### config.mk
export PLATFORM = sky130hd
export DESIGN_NAME = vslide_unit
export DESIGN_NICKNAME = d
export VERILOG_FILES = /design/src/rtl/vslide_pkg.sv /design/src/rtl/vslide_legal.sv /design/src/rtl/vslide_iter.sv /design/src/rtl/vslide_dp.sv /design/src/rtl/vslide_unit.sv
export SDC_FILE = /design/constraint.sdc
export NUM_CORES = 1
export LEC_CHECK = 0
export ABC_AREA = 1
export BUFFER_PORTS_ARGS = -buffer_cell sky130_fd_sc_hd__buf_2
export CAP_MARGIN = 10
export CORE_UTILIZATION = 56
export CTS_CLUSTER_DIAMETER = 50
export CTS_CLUSTER_SIZE = 8
export DETAILED_ROUTE_END_ITERATION = 16
export GPL_TIMING_DRIVEN = 0
export PLACE_DENSITY = 0.81
export SYNTH_ARGS = -nofsm -noshare
export SYNTH_HDL_FRONTEND = slang
export SYNTH_HIERARCHICAL = 1
export SYNTH_SLANG_ARGS = --single-unit
### constraint.sdc
create_clock -name clk -period 7.7 [get_ports clk]
set_input_delay 1.54 -clock clk [delete_from_list [all_inputs] [get_ports clk]]
set_output_delay 1.54 -clock clk [all_outputs]
set_load 0.005 [all_outputs]
### src/rtl/vslide_pkg.sv
package vslide_pkg;
  typedef enum logic [1:0] {
    SL_UP    = 2'd0,
    SL_DOWN  = 2'd1,
    SL_UP1   = 2'd2,
    SL_DOWN1 = 2'd3
  } slide_op_e;

  typedef enum logic [1:0] {
    ST_IDLE = 2'd0,
    ST_RUN  = 2'd1,
    ST_FIN  = 2'd2
  } slide_st_e;
endpackage

### src/rtl/vslide_legal.sv
module vslide_legal
  import vslide_pkg::*;
#(
  parameter int REG_W = 5
) (
  input  slide_op_e        op,
  input  logic [REG_W-1:0] vd,
  input  logic [REG_W-1:0] vs2,
  input  logic             mask_en,
  input  logic [1:0]       lmul,
  output logic             misaligned,
  output logic             group_clash,
  output logic             v0_clash,
  output logic             illegal
);
  logic [REG_W-1:0] low_m;
  logic             dest_has_v0;

  assign low_m       = ~({REG_W{1'b1}} << lmul);
  assign misaligned  = (|(vd & low_m)) | (|(vs2 & low_m));
  assign dest_has_v0 = ((vd & ~low_m) == '0);

  always_comb begin
    if (op == SL_UP) begin
      group_clash = ((vd & ~low_m) == (vs2 & ~low_m));
      v0_clash    = mask_en & dest_has_v0;
    end else begin
      group_clash = 1'b0;
      v0_clash    = dest_has_v0 & (lmul != 2'd0);
    end
  end

  assign illegal = misaligned | group_clash | v0_clash;
endmodule

### src/rtl/vslide_iter.sv
module vslide_iter
  import vslide_pkg::*;
#(
  parameter int VL_W = 7
) (
  input  logic            clk,
  input  logic            rst_n,
  input  logic            start_ok,
  input  logic            skip,
  input  logic            descend,
  input  logic [VL_W-1:0] vl_in,
  output logic [VL_W-1:0] idx,
  output logic            run,
  output logic            last,
  output logic            fin,
  output logic            idle
);
  slide_st_e       st;
  logic [VL_W-1:0] vl_q;
  logic            desc_q;

  always_ff @(posedge clk or negedge rst_n) begin
    if (!rst_n) begin
      st     <= ST_IDLE;
      idx    <= '0;
      vl_q   <= '0;
      desc_q <= 1'b0;
    end else begin
      case (st)
        ST_IDLE: if (start_ok) begin
          vl_q   <= vl_in;
          desc_q <= descend;
          if (skip) st <= ST_FIN;
          else begin
            st  <= ST_RUN;
            idx <= descend ? vl_in - VL_W'(1) : '0;
          end
        end
        ST_RUN: begin
          if (last) st <= ST_FIN;
          else idx <= desc_q ? idx - VL_W'(1) : idx + VL_W'(1);
        end
        default: st <= ST_IDLE;
      endcase
    end
  end

  assign run  = (st == ST_RUN);
  assign fin  = (st == ST_FIN);
  assign idle = (st == ST_IDLE);
  assign last = desc_q ? (idx == '0) : (idx == vl_q - VL_W'(1));
endmodule

### src/rtl/vslide_dp.sv
module vslide_dp
  import vslide_pkg::*;
#(
  parameter int VLEN  = 64,
  parameter int ELEN  = 64,
  parameter int XLEN  = 64,
  parameter int REG_W = 5,
  parameter int VL_W  = 7,
  parameter int SEL_W = 3
) (
  input  slide_op_e        op,
  input  logic [REG_W-1:0] vd,
  input  logic [REG_W-1:0] vs2,
  input  logic [XLEN-1:0]  off,
  input  logic [ELEN-1:0]  scalar,
  input  logic             mask_en,
  input  logic [VLEN-1:0]  mask,
  input  logic [1:0]       sew,
  input  logic [VL_W-1:0]  vlmax,
  input  logic [VL_W-1:0]  vl,
  input  logic [VL_W-1:0]  idx,
  input  logic             run,
  input  logic [ELEN-1:0]  rd_data,
  output logic [REG_W-1:0] rd_reg,
  output logic [SEL_W-1:0] rd_elem,
  output logic             wr_en,
  output logic [REG_W-1:0] wr_reg,
  output logic [SEL_W-1:0] wr_elem,
  output logic [ELEN-1:0]  wr_data,
  output logic             take_scalar,
  output logic             src_in_range,
  output logic             elem_active
);
  localparam int LOG_EPR8 = $clog2(VLEN / 8);

  function automatic logic [REG_W-1:0] grp_reg(logic [REG_W-1:0] base,
                                               logic [VL_W-1:0] i, logic [1:0] s);
    return base + REG_W'(i >> (LOG_EPR8 - int'(s)));
  endfunction

  function automatic logic [SEL_W-1:0] slot_of(logic [VL_W-1:0] i, logic [1:0] s);
    logic [VL_W-1:0] m;
    m = ~({VL_W{1'b1}} << (LOG_EPR8 - int'(s)));
    return SEL_W'(i & m);
  endfunction

  function automatic logic [ELEN-1:0] width_mask(logic [1:0] s);
    logic [ELEN-1:0] m;
    m = '1;
    return m >> (ELEN - (8 << s));
  endfunction

  logic [XLEN:0]   idx_w, sum_dn;
  logic            up_ok, dn_ok, use_src;
  logic [VL_W-1:0] src_idx, rd_idx;
  logic [VLEN-1:0] mask_sh;

  assign idx_w  = (XLEN + 1)'(idx);
  assign sum_dn = idx_w + {1'b0, off};
  assign up_ok  = (idx_w >= {1'b0, off});
  assign dn_ok  = (sum_dn < (XLEN + 1)'(vlmax));

  always_comb begin
    case (op)
      SL_UP:   src_idx = idx - VL_W'(off);
      SL_DOWN: src_idx = VL_W'(sum_dn);
      SL_UP1:  src_idx = idx - VL_W'(1);
      default: src_idx = idx + VL_W'(1);
    endcase
  end

  assign take_scalar  = ((op == SL_UP1) && (idx == '0)) ||
                        ((op == SL_DOWN1) && (idx == vl - VL_W'(1)));
  assign src_in_range = (op == SL_UP) ? up_ok : (op == SL_DOWN) ? dn_ok : 1'b1;
  assign use_src      = src_in_range & ~take_scalar;
  assign rd_idx       = use_src ? src_idx : idx;

  assign mask_sh     = mask >> idx;
  assign elem_active = ~mask_en | mask_sh[0];

  assign rd_reg  = grp_reg(vs2, rd_idx, sew);
  assign rd_elem = slot_of(rd_idx, sew);
  assign wr_reg  = grp_reg(vd, idx, sew);
  assign wr_elem = slot_of(idx, sew);
  assign wr_en   = run & elem_active & ~((op == SL_UP) & ~up_ok);

  always_comb begin
    if (take_scalar) wr_data = scalar & width_mask(sew);
    else if (!src_in_range) wr_data = '0;
    else wr_data = rd_data & width_mask(sew);
  end
endmodule

### src/rtl/vslide_unit.sv
module vslide_unit
  import vslide_pkg::*;
#(
  parameter int VLEN = 64,
  parameter int ELEN = 64,
  parameter int XLEN = 64,
  parameter int NREG = 32
) (
  input  logic                          clk,
  input  logic                          rst_n,
  input  logic                          start,
  input  logic [1:0]                    op,
  input  logic [$clog2(NREG)-1:0]       vd,
  input  logic [$clog2(NREG)-1:0]       vs2,
  input  logic [XLEN-1:0]               offset,
  input  logic [ELEN-1:0]               scalar,
  input  logic                          mask_en,
  input  logic [1:0]                    sew,
  input  logic [1:0]                    lmul,
  input  logic [$clog2(VLEN):0]         vl,
  input  logic [VLEN-1:0]               v0_bits,
  output logic [$clog2(NREG)-1:0]       rf_rd_reg,
  output logic [$clog2(VLEN/8)-1:0]     rf_rd_elem,
  input  logic [ELEN-1:0]               rf_rd_data,
  output logic                          rf_wr_en,
  output logic [$clog2(NREG)-1:0]       rf_wr_reg,
  output logic [$clog2(VLEN/8)-1:0]     rf_wr_elem,
  output logic [ELEN-1:0]               rf_wr_data,
  output logic [1:0]                    rf_sew,
  output logic                          busy,
  output logic                          done,
  output logic                          illegal
);
  localparam int REG_W = $clog2(NREG);
  localparam int VL_W  = $clog2(VLEN) + 1;
  localparam int SEL_W = $clog2(VLEN / 8);

  slide_op_e        op_in, op_q;
  logic [VL_W-1:0]  vlmax_in, vl_eff_in, vlmax_q, vl_q, idx;
  logic             ill_now, misaligned, group_clash, v0_clash;
  logic             start_ok, run, last, fin, idle;
  logic [REG_W-1:0] vd_q, vs2_q;
  logic [XLEN-1:0]  off_q;
  logic [ELEN-1:0]  scal_q;
  logic             men_q, ill_q;
  logic [VLEN-1:0]  mask_q;
  logic [1:0]       sew_q;
  logic             take_scalar, src_in_range, elem_active;

  assign op_in     = slide_op_e'(op);
  assign vlmax_in  = VL_W'(((VLEN / 8) >> sew) << lmul);
  assign vl_eff_in = (vl > vlmax_in) ? vlmax_in : vl;
  assign start_ok  = start & idle;

  vslide_legal #(.REG_W(REG_W)) legal_i (
    .op(op_in), .vd(vd), .vs2(vs2), .mask_en(mask_en), .lmul(lmul),
    .misaligned(misaligned), .group_clash(group_clash), .v0_clash(v0_clash),
    .illegal(ill_now)
  );

  vslide_iter #(.VL_W(VL_W)) iter_i (
    .clk(clk), .rst_n(rst_n), .start_ok(start_ok),
    .skip(ill_now | (vl_eff_in == '0)), .descend(op_in == SL_UP1),
    .vl_in(vl_eff_in), .idx(idx), .run(run), .last(last), .fin(fin), .idle(idle)
  );

  always_ff @(posedge clk or negedge rst_n) begin
    if (!rst_n) begin
      op_q    <= SL_UP;
      vd_q    <= '0;
      vs2_q   <= '0;
      off_q   <= '0;
      scal_q  <= '0;
      men_q   <= 1'b0;
      mask_q  <= '0;
      sew_q   <= '0;
      vlmax_q <= '0;
      vl_q    <= '0;
      ill_q   <= 1'b0;
    end else if (start_ok) begin
      op_q    <= op_in;
      vd_q    <= vd;
      vs2_q   <= vs2;
      off_q   <= offset;
      scal_q  <= scalar;
      men_q   <= mask_en;
      mask_q  <= v0_bits;
      sew_q   <= sew;
      vlmax_q <= vlmax_in;
      vl_q    <= vl_eff_in;
      ill_q   <= ill_now;
    end
  end

  vslide_dp #(
    .VLEN(VLEN), .ELEN(ELEN), .XLEN(XLEN),
    .REG_W(REG_W), .VL_W(VL_W), .SEL_W(SEL_W)
  ) dp_i (
    .op(op_q), .vd(vd_q), .vs2(vs2_q), .off(off_q), .scalar(scal_q),
    .mask_en(men_q), .mask(mask_q), .sew(sew_q), .vlmax(vlmax_q), .vl(vl_q),
    .idx(idx), .run(run), .rd_data(rf_rd_data),
    .rd_reg(rf_rd_reg), .rd_elem(rf_rd_elem), .wr_en(rf_wr_en),
    .wr_reg(rf_wr_reg), .wr_elem(rf_wr_elem), .wr_data(rf_wr_data),
    .take_scalar(take_scalar), .src_in_range(src_in_range),
    .elem_active(elem_active)
  );

  assign rf_sew  = sew_q;
  assign busy    = ~idle;
  assign done    = fin;
  assign illegal = fin & ill_q;
endmodule

* Word level (Yosys, flattened, before mapping)
Cells that the tools add are included.
** Cells by class
- Add/sub/neg operators :: 11
- $lt $le $gt $ge :: 3
- Eq/ne operators :: 13
- Shift-type cells :: 9
- Multiplexer cells :: 20
- Bitwise gates (word level) :: 29
- Reductions and logical operators :: 16
** Operators by type and width (count)
- 64-bit AND :: 2
- 64-bit 2-to-1 mux :: 2
- 7-bit by 64-bit adder with 65-bit output :: 1
- 65-bit by 7-bit less-than comparator with 1-bit output :: 1
- 7-bit by 64-bit greater-or-equal comparator with 1-bit output :: 1
- 64-bit by 32-bit right shift with 64-bit output, first input constant :: 1
- 64-bit by 7-bit right shift with 1-bit output :: 1
- 7-bit by 32-bit right shift with 5-bit output :: 2
- 7-bit 2-to-1 mux :: 7
- 32-bit by 2-bit left shift with 7-bit output :: 1
- 4-bit by 2-bit left shift with 32-bit output, first input constant :: 1
- 7-bit by 32-bit left shift with 3-bit output, first input constant :: 1
- 4-bit by 2-bit right shift with 32-bit output, first input constant :: 1
- 8-bit by 32-bit subtractor with 32-bit output, first input constant :: 1
- 7-bit by 1-bit subtractor with 7-bit output, second input constant :: 4
- 7-bit one-hot mux with 3 select lines :: 1
- 5-bit AND :: 4
- 7-bit equality test :: 2
- 7-bit zero test :: 2
- 7-bit one-hot mux with 2 select lines :: 1
- 5-bit adder :: 2
- 5-bit NOT :: 2
- 5-bit OR reduction :: 2
- 1-bit AND :: 8
- other kinds (24) :: 50
** Word-level totals
- Register bits :: 239
- Input bits :: 283
- Output and inout bits :: 86
- Logic and storage cells :: 116

* Depth between registers and ports, before layout
- Depth after elaboration :: 12
- Mapped depth :: 36

* Cells and area by module
The synthesis kept the hierarchy.
** Modules (own cells, without submodules)
- vslide_unit :: times used 1, cells each 1024, area an instance 8750.9 µm²
- vslide_dp :: times used 1, cells each 1322, area an instance 6411.1 µm²
- vslide_iter :: times used 1, cells each 195, area an instance 1370.1 µm²
- vslide_legal :: times used 1, cells each 50, area an instance 217.7 µm²

* Worst setup path after synthesis
No wires, ideal clock.
- Kind :: flip-flop to output port
- Start point :: register iter_i.idx[1]
- End point :: output port rf_rd_reg[4]
- Arrival time :: 4945 ps
- Data required time :: 6160 ps
- Slack :: 1215 ps
- Stages on the path, launching flop included :: 34
- Buffers on the path :: 2
- Path through :: dfrtp_1 -> inv_1 -> clkbuf_1 -> fa_1 -> inv_1 -> nand2_1 -> nand2_1 -> and2_1 -> xor2_1 -> ha_1 -> a21oi_1 -> o21ai_0 -> a41oi_1 -> nor2_1 -> nor2_1 -> nand2_1 -> nor2_1 -> nand3_1 -> o21bai_4 -> nand3_4 -> buf_6 -> nand2_1 -> nand3_1 -> nand3_1 -> nand2_1 -> inv_1 -> ha_1 -> inv_1 -> fa_1 -> o21ai_0 -> xor2_1 -> inv_1 -> nand3_1 -> nand2_1
** Between the ends
- Cells in the longest elaborated chain, start to end :: 8
- Elaborated cells on any way between the ends :: 19
** Ends and longest elaborated chain
- start: declaration :: line vslide_iter.sv:12 : output logic [VL_W-1:0] idx,
- start signal: assignment :: line vslide_iter.sv:36 : idx <= descend ? vl_in - VL_W'(1) : '0;
- start signal: assignment :: line vslide_iter.sv:41 : else idx <= desc_q ? idx - VL_W'(1) : idx + VL_W'(1);
- 7-bit by 64-bit adder with 65-bit output, or another cell as far along :: line vslide_dp.sv:59 : assign sum_dn = idx_w + {1'b0, off};
- 65-bit by 7-bit less-than comparator with 1-bit output, or another cell as far along :: line vslide_dp.sv:61 : assign dn_ok = (sum_dn < (XLEN + 1)'(vlmax));
- 1-bit 2-to-1 mux or 1-bit logical OR (tied branches) :: line vslide_dp.sv:74, vslide_dp.sv:72
- 1-bit 2-to-1 mux or 1-bit NOT (tied branches) :: line vslide_dp.sv:74, vslide_dp.sv:75
- 1-bit AND :: line vslide_dp.sv:75 : assign use_src = src_in_range & ~take_scalar;
- 7-bit 2-to-1 mux * :: line vslide_dp.sv:76 : assign rd_idx = use_src ? src_idx : idx;
- 7-bit by 32-bit right shift with 5-bit output * :: line vslide_dp.sv:38 : return base + REG_W'(i >> (LOG_EPR8 - int'(s)));
- 5-bit adder * :: line vslide_dp.sv:38
- end: declaration :: line vslide_unit.sv:22 : output logic [$clog2(NREG)-1:0] rf_rd_reg,
Mark *: on every way between the ends. The rest lies on a longest branch, timed or not.

* Worst setup path in the final report
- Start point :: register iter_i.idx[4]
- End point :: output port rf_rd_reg[4]
Same word-level chain as after synthesis.

==> metrics.md <==
| Metric | Value |
|---|---|
| Grt ovf | `0` |
| Die ar. | `about 30000 um2` |
| HP Class | `reg -> reg` |
| DR pass1 iterations | `7` |
| Non-Filler Instances | `around 3400` |
| Most used cell, CP | `nand2_1` |
| Longest Clk Path Bufs | `3` |
| Area post-placement | `around 19000 um2` |
| IO Pins | `369` |
| Final min period | `7360 ps` |
| R2R Setup Slk | `around 4700 ps` |
| Setup WS pre-CTS | `-662 ps` |
| Max_cap viols | `0` |
| Pwr Density | `about 430 nW/um2` |
| Worst Setup SP | `iter_i/idx[4]` |
| Buffers plus inverters on the worst setup path | `7` |
| Rel. slew slack | `0.270` |
| Vias per cell | `between 5 and 6` |
| Initial core utilization | `0.577` |
| Slew Viols, Final | `0` |
| Critical R2R Launch | `iter_i/st[0]` |
| Crit path max-delay cell type | `dfrtp_1` |
| Actual slew at the worst max-slew pin | `about 1100 ps` |
| Placed instance count | `around 3300` |
| Nets | `roughly 3300` |
| CP arrival | `~5800 ps` |
| Final WL | `roughly 60 mm` |
| Skew-Pair Late Insertion Delay | `between 500 and 600 ps` |
| WP depth | `32` |
| Worst setup path class | `reg -> out` |
| CP endpoint kind | `output pin` |
| Worst reg2reg path depth | `11` |
| Hold Buf Count CTS | `0` |
| CP peak stage delay | `about 800 ps` |
| Final ANT Viol Nets | `0` |
| Port Buffers | `368` |
| Die height | `175 um` |
| Routed len/inst | `about 18 um` |
| H-tree lvl count | `2` |
| Final Wtd Congestion | `approximately 1.0` |
| Setup Skew | `around 15 ps` |
| Syn Std Cell Area | `approximately 17000 um2` |
| Unrepaired setup endpoints after global routing | `false` |
| Crit path capture | `rf_rd_reg[4]` |
| Maximum clock rate | `about 140 MHz` |
| Design Area, Final | `between 20000 and 25000 um2` |
| Reg2reg end | `iter_i/idx[5]` |
| Setup_tns | `0 ps` |
| Leakage | `roughly 11 nW` |
| Core Footprint | `just under 30000 um2` |
| Worst-path fanout max | `12` |
| Initial antenna violation count | `17` |
| Area grow syn2layout | `22.4%` |
| # DRC | `0` |
| Peak supply drop | `about 0.26 mV` |
| Outcome | `finished clean` |
| Iteration-0 DRC Markers | `approximately 2000` |
| Reg clk slew, reported paths | `~50 ps` |
| Final hold violations | `0` |
| Delay-heaviest family, CP | `simple AND/OR/NAND/NOR gates` |
| Clock Sinks | `about 240` |
| Die W | `approximately 170 um` |
| CTS tree | `done` |
| Syn Inst Count | `2586` |
| Syn. warnings | `6` |
| Post-Syn Area per Cell | `about 6.5 um2` |
| Final Cycle Share | `0.956` |
| Syn_nets | `slightly below 3000` |
| Largest net degree at the start of global routing | `between 100 and 150` |
| Crit path required time | `roughly 6200 ps` |
| CTS buffer count | `40` |
| DP HPWL | `~47 mm` |
| Share of layout cells above drive strength 1 | `0.182` |
| Root Driver | `clkbuf_16` |
| PnR Total Power | `approximately 0.0089 W` |
| Setup ws final | `~340 ps` |
| Vias in the first global route | `~19000` |
| Final setup fails | `0` |
| Critical Path Start Type | `flop` |
| Row cnt | `62` |
| Total global-route track usage | `0.399` |
| Vias | `19200` |
| First-pass GRT wire length | `95.4 mm` |
[cells in the final DEF, fill, tap and decap left out, types with 7 or more instances in the layout]
cell	n
nor4_1	13
xnor2_1	14
clkbuf_1	83
buf_2	370
o22ai_1	24
inv_1	215
nor3_1	22
o21ai_0	97
a21oi_1	66
xor2_1	20
nand2_2	28
diode_2	18
nand3b_1	17
o21ai_1	16
ha_1	47
dfrtp_1	232
nor2_2	21
nand4_1	50
nand2_1	1157
nand3_2	7
a21oi_2	12
nor2_1	217
clkbuf_16	40
nand3_1	139
a22o_1	8
buf_4	8
inv_2	10
[layout make-up]
| cell class | count | area (um2) |
|---|---|---|
| plain buffers | 91 | 402 |
| well taps | 384 | 480 |
| inverters | 229 | 866 |
| clock inverters | 11 | 164 |
| multi-input cells | 2026 | 9550 |
| flip-flops and latches | 239 | 5990 |
| repair buffers | 376 | 1930 |
| diodes | 18 | 45.0 |
| clock buffers | 46 | 1050 |
| fillers | 2503 | 8530 |
[what timing repair did]
action,in CTS,in global routing
endpoints found under the hold margin,0,0
setup endpoints to repair,6,1
pin swaps,2,7
gates cloned,0,0
resized for setup,13,13
setup buffers,2,5
[per-stage QoR]
| stage | hold WS, ps | utilization |
|---|---|---|
| after CTS | 474 | 0.702 |
| final | 476 | 0.706 |
| after global routing | 489 | 0.706 |
| after floorplan | 444 | - |
| after global placement | 460 | 0.657 |
| after detailed placement | 461 | 0.658 |
[metal layers]
layer / up-vias / routed length, um / track usage
met2: 965 / 29400 / 0.669
met5: - / 10 / 0
met1: 8952 / 23500 / 0.474
li1: 9024 / - / -
met4: 2 / 4040 / 0.253
met3: 240 / 4790 / 0.0683
[worst register-to-register path, stage by stage, from the launching register on]
cell,delay (ps)
dfrtp_1,390
nor2_2,200
nand2_1,110
inv_1,100
clkbuf_1,650
clkbuf_1,560
nand2_2,220
or2_2,320
buf_2,180
nand2_4,130
nand2_1,70
nand2_1,60
[sequential cells by signal, indices dropped and copies added (netlist names)]
signal	flops
mask_q	64
off_q	64
scal_q	64
iter_i/idx	7
iter_i/vl_q	7
vl_q	7
vlmax_q	7
vd_q	5
vs2_q	5
iter_i/st	2
op_q	2
rf_sew	2
ill_q	1
iter_i/desc_q	1
men_q	1
[power by group]
group / switching, W / leakage [nW] / internal [W]
Clock: 0.000619 / 0.598 / 0.00104
Sequential: 0.000761 / 2.95 / 0.00186
Combinational: 0.00298 / 7.42 / 0.00165
Total: 0.00436 / 11.0 / 0.00455
[how the worst min path moves through the flow]
stage               cells after the start  slack [ps]       start          to
floorplan                               2         440  mask_q[10]  mask_q[10]
global placement                        2         460  mask_q[14]  mask_q[14]
detailed placement                      2         460   mask_q[5]   mask_q[5]
CTS                                     2         470   mask_q[5]   mask_q[5]
global route                            2         490  mask_q[29]  mask_q[29]
finish                                  2         480  mask_q[46]  mask_q[46]
Note: power is estimated with default switching activity, not from simulation.
